[config.mk]
export PLATFORM = sky130hd
export DESIGN_NAME = ea_sequencer
export DESIGN_NICKNAME = d
export VERILOG_FILES = /design/src/rtl/ea_pkg.sv /design/src/rtl/ea_fetch_fsm.sv /design/src/rtl/ea_calc.sv /design/src/rtl/ea_sequencer.sv
export SDC_FILE = /design/constraint.sdc
export NUM_CORES = 1
export LEC_CHECK = 0
export ABC_CLOCK_PERIOD_IN_PS = 7350
export BUFFER_PORTS_ARGS = -buffer_cell sky130_fd_sc_hd__buf_2
export CAP_MARGIN = 20
export CORE_MARGIN = 2
export CORE_UTILIZATION = 45
export DETAILED_ROUTE_END_ITERATION = 6
export PLACE_DENSITY = 0.65
export SLEW_MARGIN = 10
export SYNTH_ARGS = -nofsm -noshare
export SYNTH_HDL_FRONTEND = slang
export SYNTH_SLANG_ARGS = --single-unit
[constraint.sdc]
create_clock -name clk -period 7.35 [get_ports clk]
set_input_delay 0.3675 -clock clk [delete_from_list [all_inputs] [get_ports clk]]
set_output_delay 0.3675 -clock clk [all_outputs]
set_load 0.1 [all_outputs]
[src/rtl/ea_pkg.sv]
package ea_pkg;

    typedef enum logic [1:0] {
        MODE_IX0  = 2'd0,
        MODE_IX8  = 2'd1,
        MODE_IX16 = 2'd2,
        MODE_REL  = 2'd3
    } ea_mode_e;

    typedef enum logic [1:0] {
        ST_IDLE = 2'd0,
        ST_RD_A = 2'd1,
        ST_RD_B = 2'd2,
        ST_LAST = 2'd3
    } ea_state_e;

    // Number of operand bytes that follow the opcode for each mode.
    function automatic logic [1:0] operand_bytes(ea_mode_e m);
        case (m)
            MODE_IX0:  operand_bytes = 2'd0;
            MODE_IX16: operand_bytes = 2'd2;
            default:   operand_bytes = 2'd1;
        endcase
    endfunction

endpackage

[src/rtl/ea_fetch_fsm.sv]
module ea_fetch_fsm
    import ea_pkg::*;
#(
    parameter int ADDR_W = 16,
    parameter int DATA_W = 8
) (
    input  logic              clk,
    input  logic              rst,
    input  logic              start,
    input  ea_mode_e          mode,
    input  logic [ADDR_W-1:0] pc_in,
    input  logic [DATA_W-1:0] index_in,
    input  logic              taken_in,
    input  logic [DATA_W-1:0] mem_rdata,
    output logic              mem_rd,
    output logic [ADDR_W-1:0] mem_addr,
    output logic              finish,
    output ea_mode_e          lat_mode,
    output logic [ADDR_W-1:0] lat_pc,
    output logic [DATA_W-1:0] lat_idx,
    output logic              lat_taken,
    output logic [DATA_W-1:0] hi_byte
);

    typedef struct packed {
        ea_state_e         state;
        ea_mode_e          mode;
        logic [ADDR_W-1:0] pc;
        logic [DATA_W-1:0] idx;
        logic              taken;
        logic [ADDR_W-1:0] ptr;
        logic [DATA_W-1:0] hi;
    } fsm_t;

    fsm_t q, d;

    always_comb begin
        d      = q;
        mem_rd = 1'b0;
        case (q.state)
            ST_IDLE: begin
                if (start) begin
                    d.mode  = mode;
                    d.pc    = pc_in;
                    d.idx   = index_in;
                    d.taken = taken_in;
                    d.ptr   = pc_in;
                    d.state = (mode == MODE_IX0) ? ST_LAST : ST_RD_A;
                end
            end
            ST_RD_A: begin
                mem_rd  = 1'b1;
                d.ptr   = q.ptr + ADDR_W'(1);
                d.state = (q.mode == MODE_IX16) ? ST_RD_B : ST_LAST;
            end
            ST_RD_B: begin
                mem_rd  = 1'b1;
                d.hi    = mem_rdata;
                d.ptr   = q.ptr + ADDR_W'(1);
                d.state = ST_LAST;
            end
            default: begin
                d.state = ST_IDLE;
            end
        endcase
    end

    always_ff @(posedge clk) begin
        if (rst) begin
            q.state <= ST_IDLE;
            q.mode  <= MODE_IX0;
            q.pc    <= '0;
            q.idx   <= '0;
            q.taken <= 1'b0;
            q.ptr   <= '0;
            q.hi    <= '0;
        end else begin
            q <= d;
        end
    end

    assign mem_addr  = q.ptr;
    assign finish    = (q.state == ST_LAST);
    assign lat_mode  = q.mode;
    assign lat_pc    = q.pc;
    assign lat_idx   = q.idx;
    assign lat_taken = q.taken;
    assign hi_byte   = q.hi;

endmodule

[src/rtl/ea_calc.sv]
module ea_calc
    import ea_pkg::*;
#(
    parameter int ADDR_W = 16,
    parameter int DATA_W = 8
) (
    input  ea_mode_e          mode,
    input  logic [ADDR_W-1:0] pc,
    input  logic [DATA_W-1:0] idx,
    input  logic [DATA_W-1:0] hi,
    input  logic [DATA_W-1:0] lo,
    input  logic              taken,
    output logic [ADDR_W-1:0] ea,
    output logic [ADDR_W-1:0] npc
);

    localparam int EXT_W = ADDR_W - DATA_W;

    logic [ADDR_W-1:0] idx_z;
    logic [ADDR_W-1:0] lo_z;
    logic [ADDR_W-1:0] lo_s;
    logic [ADDR_W-1:0] wide_off;
    logic [ADDR_W-1:0] follow;
    logic [ADDR_W-1:0] target;

    always_comb begin
        idx_z    = {{EXT_W{1'b0}}, idx};
        lo_z     = {{EXT_W{1'b0}}, lo};
        lo_s     = {{EXT_W{lo[DATA_W-1]}}, lo};
        wide_off = ADDR_W'({hi, lo});
        follow   = pc + ADDR_W'(1);
        target   = follow + lo_s;
        case (mode)
            MODE_IX0: begin
                ea  = idx_z;
                npc = pc;
            end
            MODE_IX8: begin
                ea  = idx_z + lo_z;
                npc = follow;
            end
            MODE_IX16: begin
                ea  = wide_off + idx_z;
                npc = pc + ADDR_W'(2);
            end
            default: begin
                ea  = target;
                npc = taken ? target : follow;
            end
        endcase
    end

endmodule

[src/rtl/ea_sequencer.sv]
module ea_sequencer
    import ea_pkg::*;
#(
    parameter int ADDR_W = 16,
    parameter int DATA_W = 8
) (
    input  logic              clk,
    input  logic              rst,
    input  logic              start,
    input  ea_mode_e          mode,
    input  logic [ADDR_W-1:0] pc_in,
    input  logic [DATA_W-1:0] index_in,
    input  logic              taken_in,
    output logic              mem_rd,
    output logic [ADDR_W-1:0] mem_addr,
    input  logic [DATA_W-1:0] mem_rdata,
    output logic [ADDR_W-1:0] ea_out,
    output logic [ADDR_W-1:0] npc_out,
    output logic              done
);

    typedef struct packed {
        logic [ADDR_W-1:0] ea;
        logic [ADDR_W-1:0] npc;
        logic              done;
    } out_t;

    out_t q, d;

    logic              finish;
    ea_mode_e          lat_mode;
    logic [ADDR_W-1:0] lat_pc;
    logic [DATA_W-1:0] lat_idx;
    logic              lat_taken;
    logic [DATA_W-1:0] hi_byte;
    logic [ADDR_W-1:0] calc_ea;
    logic [ADDR_W-1:0] calc_npc;

    ea_fetch_fsm #(.ADDR_W(ADDR_W), .DATA_W(DATA_W)) u_fsm (
        .clk       (clk),
        .rst       (rst),
        .start     (start),
        .mode      (mode),
        .pc_in     (pc_in),
        .index_in  (index_in),
        .taken_in  (taken_in),
        .mem_rdata (mem_rdata),
        .mem_rd    (mem_rd),
        .mem_addr  (mem_addr),
        .finish    (finish),
        .lat_mode  (lat_mode),
        .lat_pc    (lat_pc),
        .lat_idx   (lat_idx),
        .lat_taken (lat_taken),
        .hi_byte   (hi_byte)
    );

    ea_calc #(.ADDR_W(ADDR_W), .DATA_W(DATA_W)) u_calc (
        .mode  (lat_mode),
        .pc    (lat_pc),
        .idx   (lat_idx),
        .hi    (hi_byte),
        .lo    (mem_rdata),
        .taken (lat_taken),
        .ea    (calc_ea),
        .npc   (calc_npc)
    );

    always_comb begin
        d      = q;
        d.done = 1'b0;
        if (finish) begin
            d.ea   = calc_ea;
            d.npc  = calc_npc;
            d.done = 1'b1;
        end
    end

    always_ff @(posedge clk) begin
        if (rst) begin
            q <= '0;
        end else begin
            q <= d;
        end
    end

    assign ea_out  = q.ea;
    assign npc_out = q.npc;
    assign done    = q.done;

endmodule

# Yosys cells after proc, flatten, opt, wreduce, memory -nomap -nowiden
# Index checks and enable logic that the tools add are counted.
op_classes:
  add_sub_neg: 6
  n_eq_ne: 6
  n_mux: 10
  reduce_logical: 7
op_table:
  columns: ["cell", "n"]
  rows:
  - ["$pmux 16 s3", 2]
  - ["$mux 45", 1]
  - ["$add 16x1->16 const B", 2]
  - ["$pmux 16 s2", 1]
  - ["$add 16x16->16", 1]
  - ["$add 16x2->16 const B", 1]
  - ["$add 16x8->16", 1]
  - ["$mux 16", 1]
  - ["$add 8x8->9", 1]
  - ["$eq 2x2->1 const B", 3]
  - ["$logic_not 2->1", 3]
  - ["$pmux 2 s3", 1]
  - ["$eq 2x1->1 const B", 2]
  - ["$reduce_and 2->1", 2]
  - ["$mux 1", 3]
  - ["$mux 2", 1]
  - ["$ne 2x2->1 const B", 1]
  - ["$reduce_bool 2->1", 1]
  - ["$reduce_or 2->1", 1]
word_totals:
  reg_bits: 86
  inputBits: 38
  output_inout_bits: 50
  wordCells: 39

# Depth between registers and ports, before layout
logic_depth:
  word_depth: 4
  mapped_depth: 14
  depth_no_buf: 12

# By module
# From an unflattened synthesis, not the netlist that was laid out.
hier_totals:
  cells_unflattened: 858
  area_unflattened_um2: 6717.7
by_module_without_submodules:
  columns: ["module", "instances", "cells_each", "area_per_inst_um2", "seq_area_each_um2"]
  rows:
  - ["ea_fetch_fsm", 1, 347, 2825.2, 1061.0]
  - ["ea_calc", 1, 405, 2690.1, 0.0]
  - ["ea_sequencer", 1, 106, 1202.4, 660.6]

# Worst setup path after synthesis
# Ideal clock, no wire load.
synth_timing:
  kind: "reg2reg"
  startpoint: "register, netlist name u_fsm.lat_pc[2]"
  endpoint: "register q, in the netlist ea_out[15]"
  setup_ns: 0.091
  t_arrival_ns: 2.895
  t_required_ns: 7.259
  slack_ns: 4.364
  stages_incl_launch_ff: 14
  path_buffers: 2
  period_less_slack_ns: 2.986
  path_cell_list: "dfxtp_1 -> ha_1 -> buf_2 -> nand3_4 -> nor3_1 -> and3_1 -> xor2_1 -> ha_1 -> clkbuf_1 -> o21ai_0 -> a211oi_1 -> o21ai_0 -> a211o_1 -> a311oi_1"
synth_via:
  elab_chain_len: 3
synth_rtl:
  columns: ["element", "line_no", "text"]
  rows:
  - ["$add 16x1->16", "ea_calc.sv:31", "follow = pc + ADDR_W'(1);"]
  - ["$add 16x16->16", "ea_calc.sv:32", "target = follow + lo_s;"]
  - ["$pmux 16 s3", "ea_calc.sv:33", "case (mode)"]
  - ["end signal, assigned", "ea_sequencer.sv:81", "q <= '0;"]
  - ["end signal, assigned", "ea_sequencer.sv:83", "q <= d;"]
  - ["end, declared", "ea_sequencer.sv:28", "out_t q, d;"]
# No other way between the ends.
# A chain may end at the register's enable or synchronous reset.

# Final worst setup path
layout_timing:
  startpoint: "register, netlist name u_fsm.lat_pc[2]"
  endpoint: "register q, in the netlist ea_out[15]"
layout_via:
  elab_chain_len: 3
layout_rtl:
  columns: ["element", "line_no"]
  rows:
  - ["$add 16x1->16", "ea_calc.sv:31"]
  - ["$add 16x16->16", "ea_calc.sv:32"]
  - ["$pmux 16 s3", "ea_calc.sv:33"]
# No other way between the ends.

==> results.tsv <==
metric	value	unit
status	finished clean	
p_per_area	352	mW/mm2
multi_input_area	0.00394	mm2
drc	0	
layout.nets	911	
synth_top_flop_cell	dfxtp_1	
fillerInstances	1328	
synth_nets	878	
dieArea	0.0145	mm2
maxCapViolCount	0	
finClkSkew	0.00760	ns
grt_pass1_wl	27.6	mm
worstMarginPinSlew	0.957	ns
fin_crit_sh	0.478	
yosys.area_share.simple	0.246	
leakagePower	0.00273	uW
crit_family	compound AO/OA/AOI/OAI gates	
seq_area	0.00172	mm2
grt_max_degree	87	
dp_hpwl	12.7	mm
start_util	0.459	
timing.fmax	285	MHz
hold_viol	0	
dr_total_vias	5961	
slew_viol_final	0	
coreArea	0.0132	mm2
hold_start	index_in[7]	
synth_cell_type_count	64	
antenna_found_initial	0	
synth-seq-cells	86	
hold_depth	3	
ir_worst_vdd	0.000342	V
rsz0062_at_grt	false	
path_cells	ha_1 -> nand3_4 -> nor3_1 -> and3_1 -> xor2_1 -> ha_1 -> o21ai_0 -> a211oi_1 -> o21ai_0 -> a211o_1 -> a311oi_1	
grt_usage	0.236	
worstSkewPairLatency	0.35	ns
row_count	42	
async_flop_share	0	
seq_power_share	0.286	
fp.dieW	120	um
p_int	1140	uW
placed_cell_area	0.00642	mm2
path_buf_inv	0	
hold_class	in -> reg	
postCtsResizedCells	0	
antenna_left	0	
synth_compound_area_frac	0.239	
io_buffers	87	
critPathRequiredTime	7.60	ns
combinationalPowerShare	0.532	
cts_num_sinks	86	
setup.worst_path.end_class	register	
design_area	0.00670	mm2
synth_fa_ha_area_frac	0.0704	
drive_above_1_share	0.139	
synthMuxAreaShare	0.0198	
cts-root-buf	clkbuf_16	
die_h	120	um
crit_type	reg -> reg	
power_switching	1220	uW
cts_max_level	3	
area_growth	10.3	%
syn-instance-count	807	
post_cts_buffers	0	
synth-seq-area-share	0.283	
cp-start-kind	register	
holdBufCountCts	0	
grt_overflow_total	0	
p_sw_frac	0.516	
crit_path_max_fanout	9	
cpMaxStageDelayCell	dfxtp_1	
r2r_end	ea_out[15]$_SDFFE_PP0P_	
ioPinCount	88	
yosys.area.top_type	dfxtp_1	
r2r_slack	3.84	ns
avgSynthCellArea	7.53	um2
synth_xor_area_frac	0.0735	
min_to	u_fsm.lat_idx[7]$_SDFFE_PP0P_	
firstDrtPassIters	6	
tritoncts	built	
reg2regPathDepth	11	
fin_setup_tns	0	ns
setup_violations	0	
avgViaCountPerCell	5.84	
synth_top_family_by_area	simple AND/OR/NAND/NOR gates	
diodes	0	
drtIter0Drc	539	
synth.top_cell.area_share	0.283	
grt_pass1_vias	5534	
slew_headroom	0.362	
yosysWarnings	0	
cts_buffer_depth	2	
gp_congestion	0.960	
wl_per_cell	16.7	um
synth_edf_count	0	
r2r_start	u_fsm.lat_pc[2]$_SDFFE_PP0P_	
period_minus_slack	3.51	ns
routed_wl	17.0	mm
cp_data_arrival_time	3.76	ns
max_stage_delay	0.46	ns
synthTopCellsByArea	dfxtp_1, nand2_1, a21oi_1	
cts_made_buffers	9	
clk_pin_slew	0.06	ns
netlist_area	0.00608	mm2
clkPwrFrac	0.182	
[cell usage after synthesis, types with 4 or more instances]
master    number
dfxtp_1       86
o211ai_1       8
nor3_1        33
a21oi_1       81
o22ai_1        5
buf_2          6
a21o_1        10
and3_1         7
inv_1         15
clkbuf_1      33
nand3_1       15
a31oi_1        6
nor3b_1        5
nor2b_1        7
xor2_1        31
nor4_1         5
ha_1          31
a211o_1        5
a311oi_1       8
a32oi_1        5
a22oi_1        7
a221oi_1       8
mux2i_1       12
buf_4         22
o21ai_0       29
a211oi_1      23
a21boi_0       5
nand2_1      120
xnor2_1       20
nand2b_1       4
buf_1          9
nand4_1       13
nor2_1        80
[cells in the final DEF (no fill, tap or decap), drive strengths merged, types with 8 or more instances in the layout]
master and n:
nand2 121, buf 93, dfxtp 86, a21oi 81
nor2 80, nor3 34, xor2 31, ha 31
o21ai 29, a211oi 23, xnor2 20, nand3 17
inv 15, nand4 14, mux2i 12, clkbuf 12
a21o 10, a221oi 8, o211ai 8, a311oi 8
[metal layers]
layer  global-route usage  vias up  routed length [um]
met5                    0        -                   0
met4               0.0959        0                 420
met3               0.0358       28                1010
met2                0.369      203                7630
met1                0.326     2776                7950
li1                     -     2954                   -
[layout make-up]
type | count | share of cell area
multi-input cells | 634 | 0.588
inverters | 16 | 0.00896
clock buffers | 12 | 0.0383
repair buffers | 93 | 0.0723
flip-flops and latches | 86 | 0.257
clock inverters | 3 | 0.00299
well taps | 176 | 0.0329
[registers in the layout, indices dropped and copies added, names as in the netlist]
register	count
u_fsm.lat_mode	2
u_fsm.lat_idx	8
u_fsm.lat_pc	16
u_fsm.hi_byte	8
u_fsm.lat_taken	1
u_fsm.q	2
npc_out	16
ea_out	16
done	1
u_fsm.mem_addr	16
[worst max path at each step]
stage | to | cells after the start | startpoint
global route | npc_out[15]$_SDFFE_PP0P_ | 11 | u_fsm.lat_pc[2]$_SDFFE_PP0P_
CTS | ea_out[15]$_SDFFE_PP0P_ | 11 | u_fsm.lat_pc[2]$_SDFFE_PP0P_
finish | ea_out[15]$_SDFFE_PP0P_ | 11 | u_fsm.lat_pc[2]$_SDFFE_PP0P_
global placement | npc_out[15]$_SDFFE_PP0P_ | 10 | u_fsm.lat_pc[0]$_SDFFE_PP0P_
floorplan | ea_out[15]$_SDFFE_PP0P_ | 13 | u_fsm.lat_pc[2]$_SDFFE_PP0P_
detailed placement | ea_out[15]$_SDFFE_PP0P_ | 11 | u_fsm.lat_pc[2]$_SDFFE_PP0P_
[stage by stage]
| step | util | hold WS [ns] | total power (uW) | setup slack (ns) | cells |
|---|---|---|---|---|---|
| 2_1_floorplan | - | 0.448 | 1750 | 4.36 | 807 |
| 3_3_place_gp | 0.484 | 0.462 | 1900 | 4.15 | 1004 |
| 4_1_cts | 0.506 | 0.257 | 2360 | 3.89 | 1020 |
| 5_1_grt | 0.506 | 0.265 | 2510 | 3.63 | 1020 |
| 6_report | 0.506 | 0.262 | 2360 | 3.84 | 1020 |
| 3_5_place_dp | 0.485 | 0.472 | 1930 | 3.93 | 1005 |
[cells by family (layout without fill, tap and decap cells)]
group | after synthesis | after routing
buffers and inverters | 87 | 124
xor gates and xnor gates | 51 | 51
adders and majority gates | 33 | 33
muxes | 12 | 12
DFF | 86 | 86
and+or+nand+nor | 315 | 315
AOI/OAI and AO/OA | 223 | 223
[power by group through the flow]
stage	combinational, uW	clock [uW]	sequential (uW)
3_3_place_gp	1220	0	676
3_5_place_dp	1240	0	683
2_1_floorplan	986	0	761
4_1_cts	1250	438	673
5_1_grt	1360	461	689
6_report	1250	430	675
[tightest hold or removal path, cell delays in order]
cell and delay (ns):
buf_2 0.09, nand2_1 0.05, a21oi_1 0.05
(Power assumes the default switching activity.)
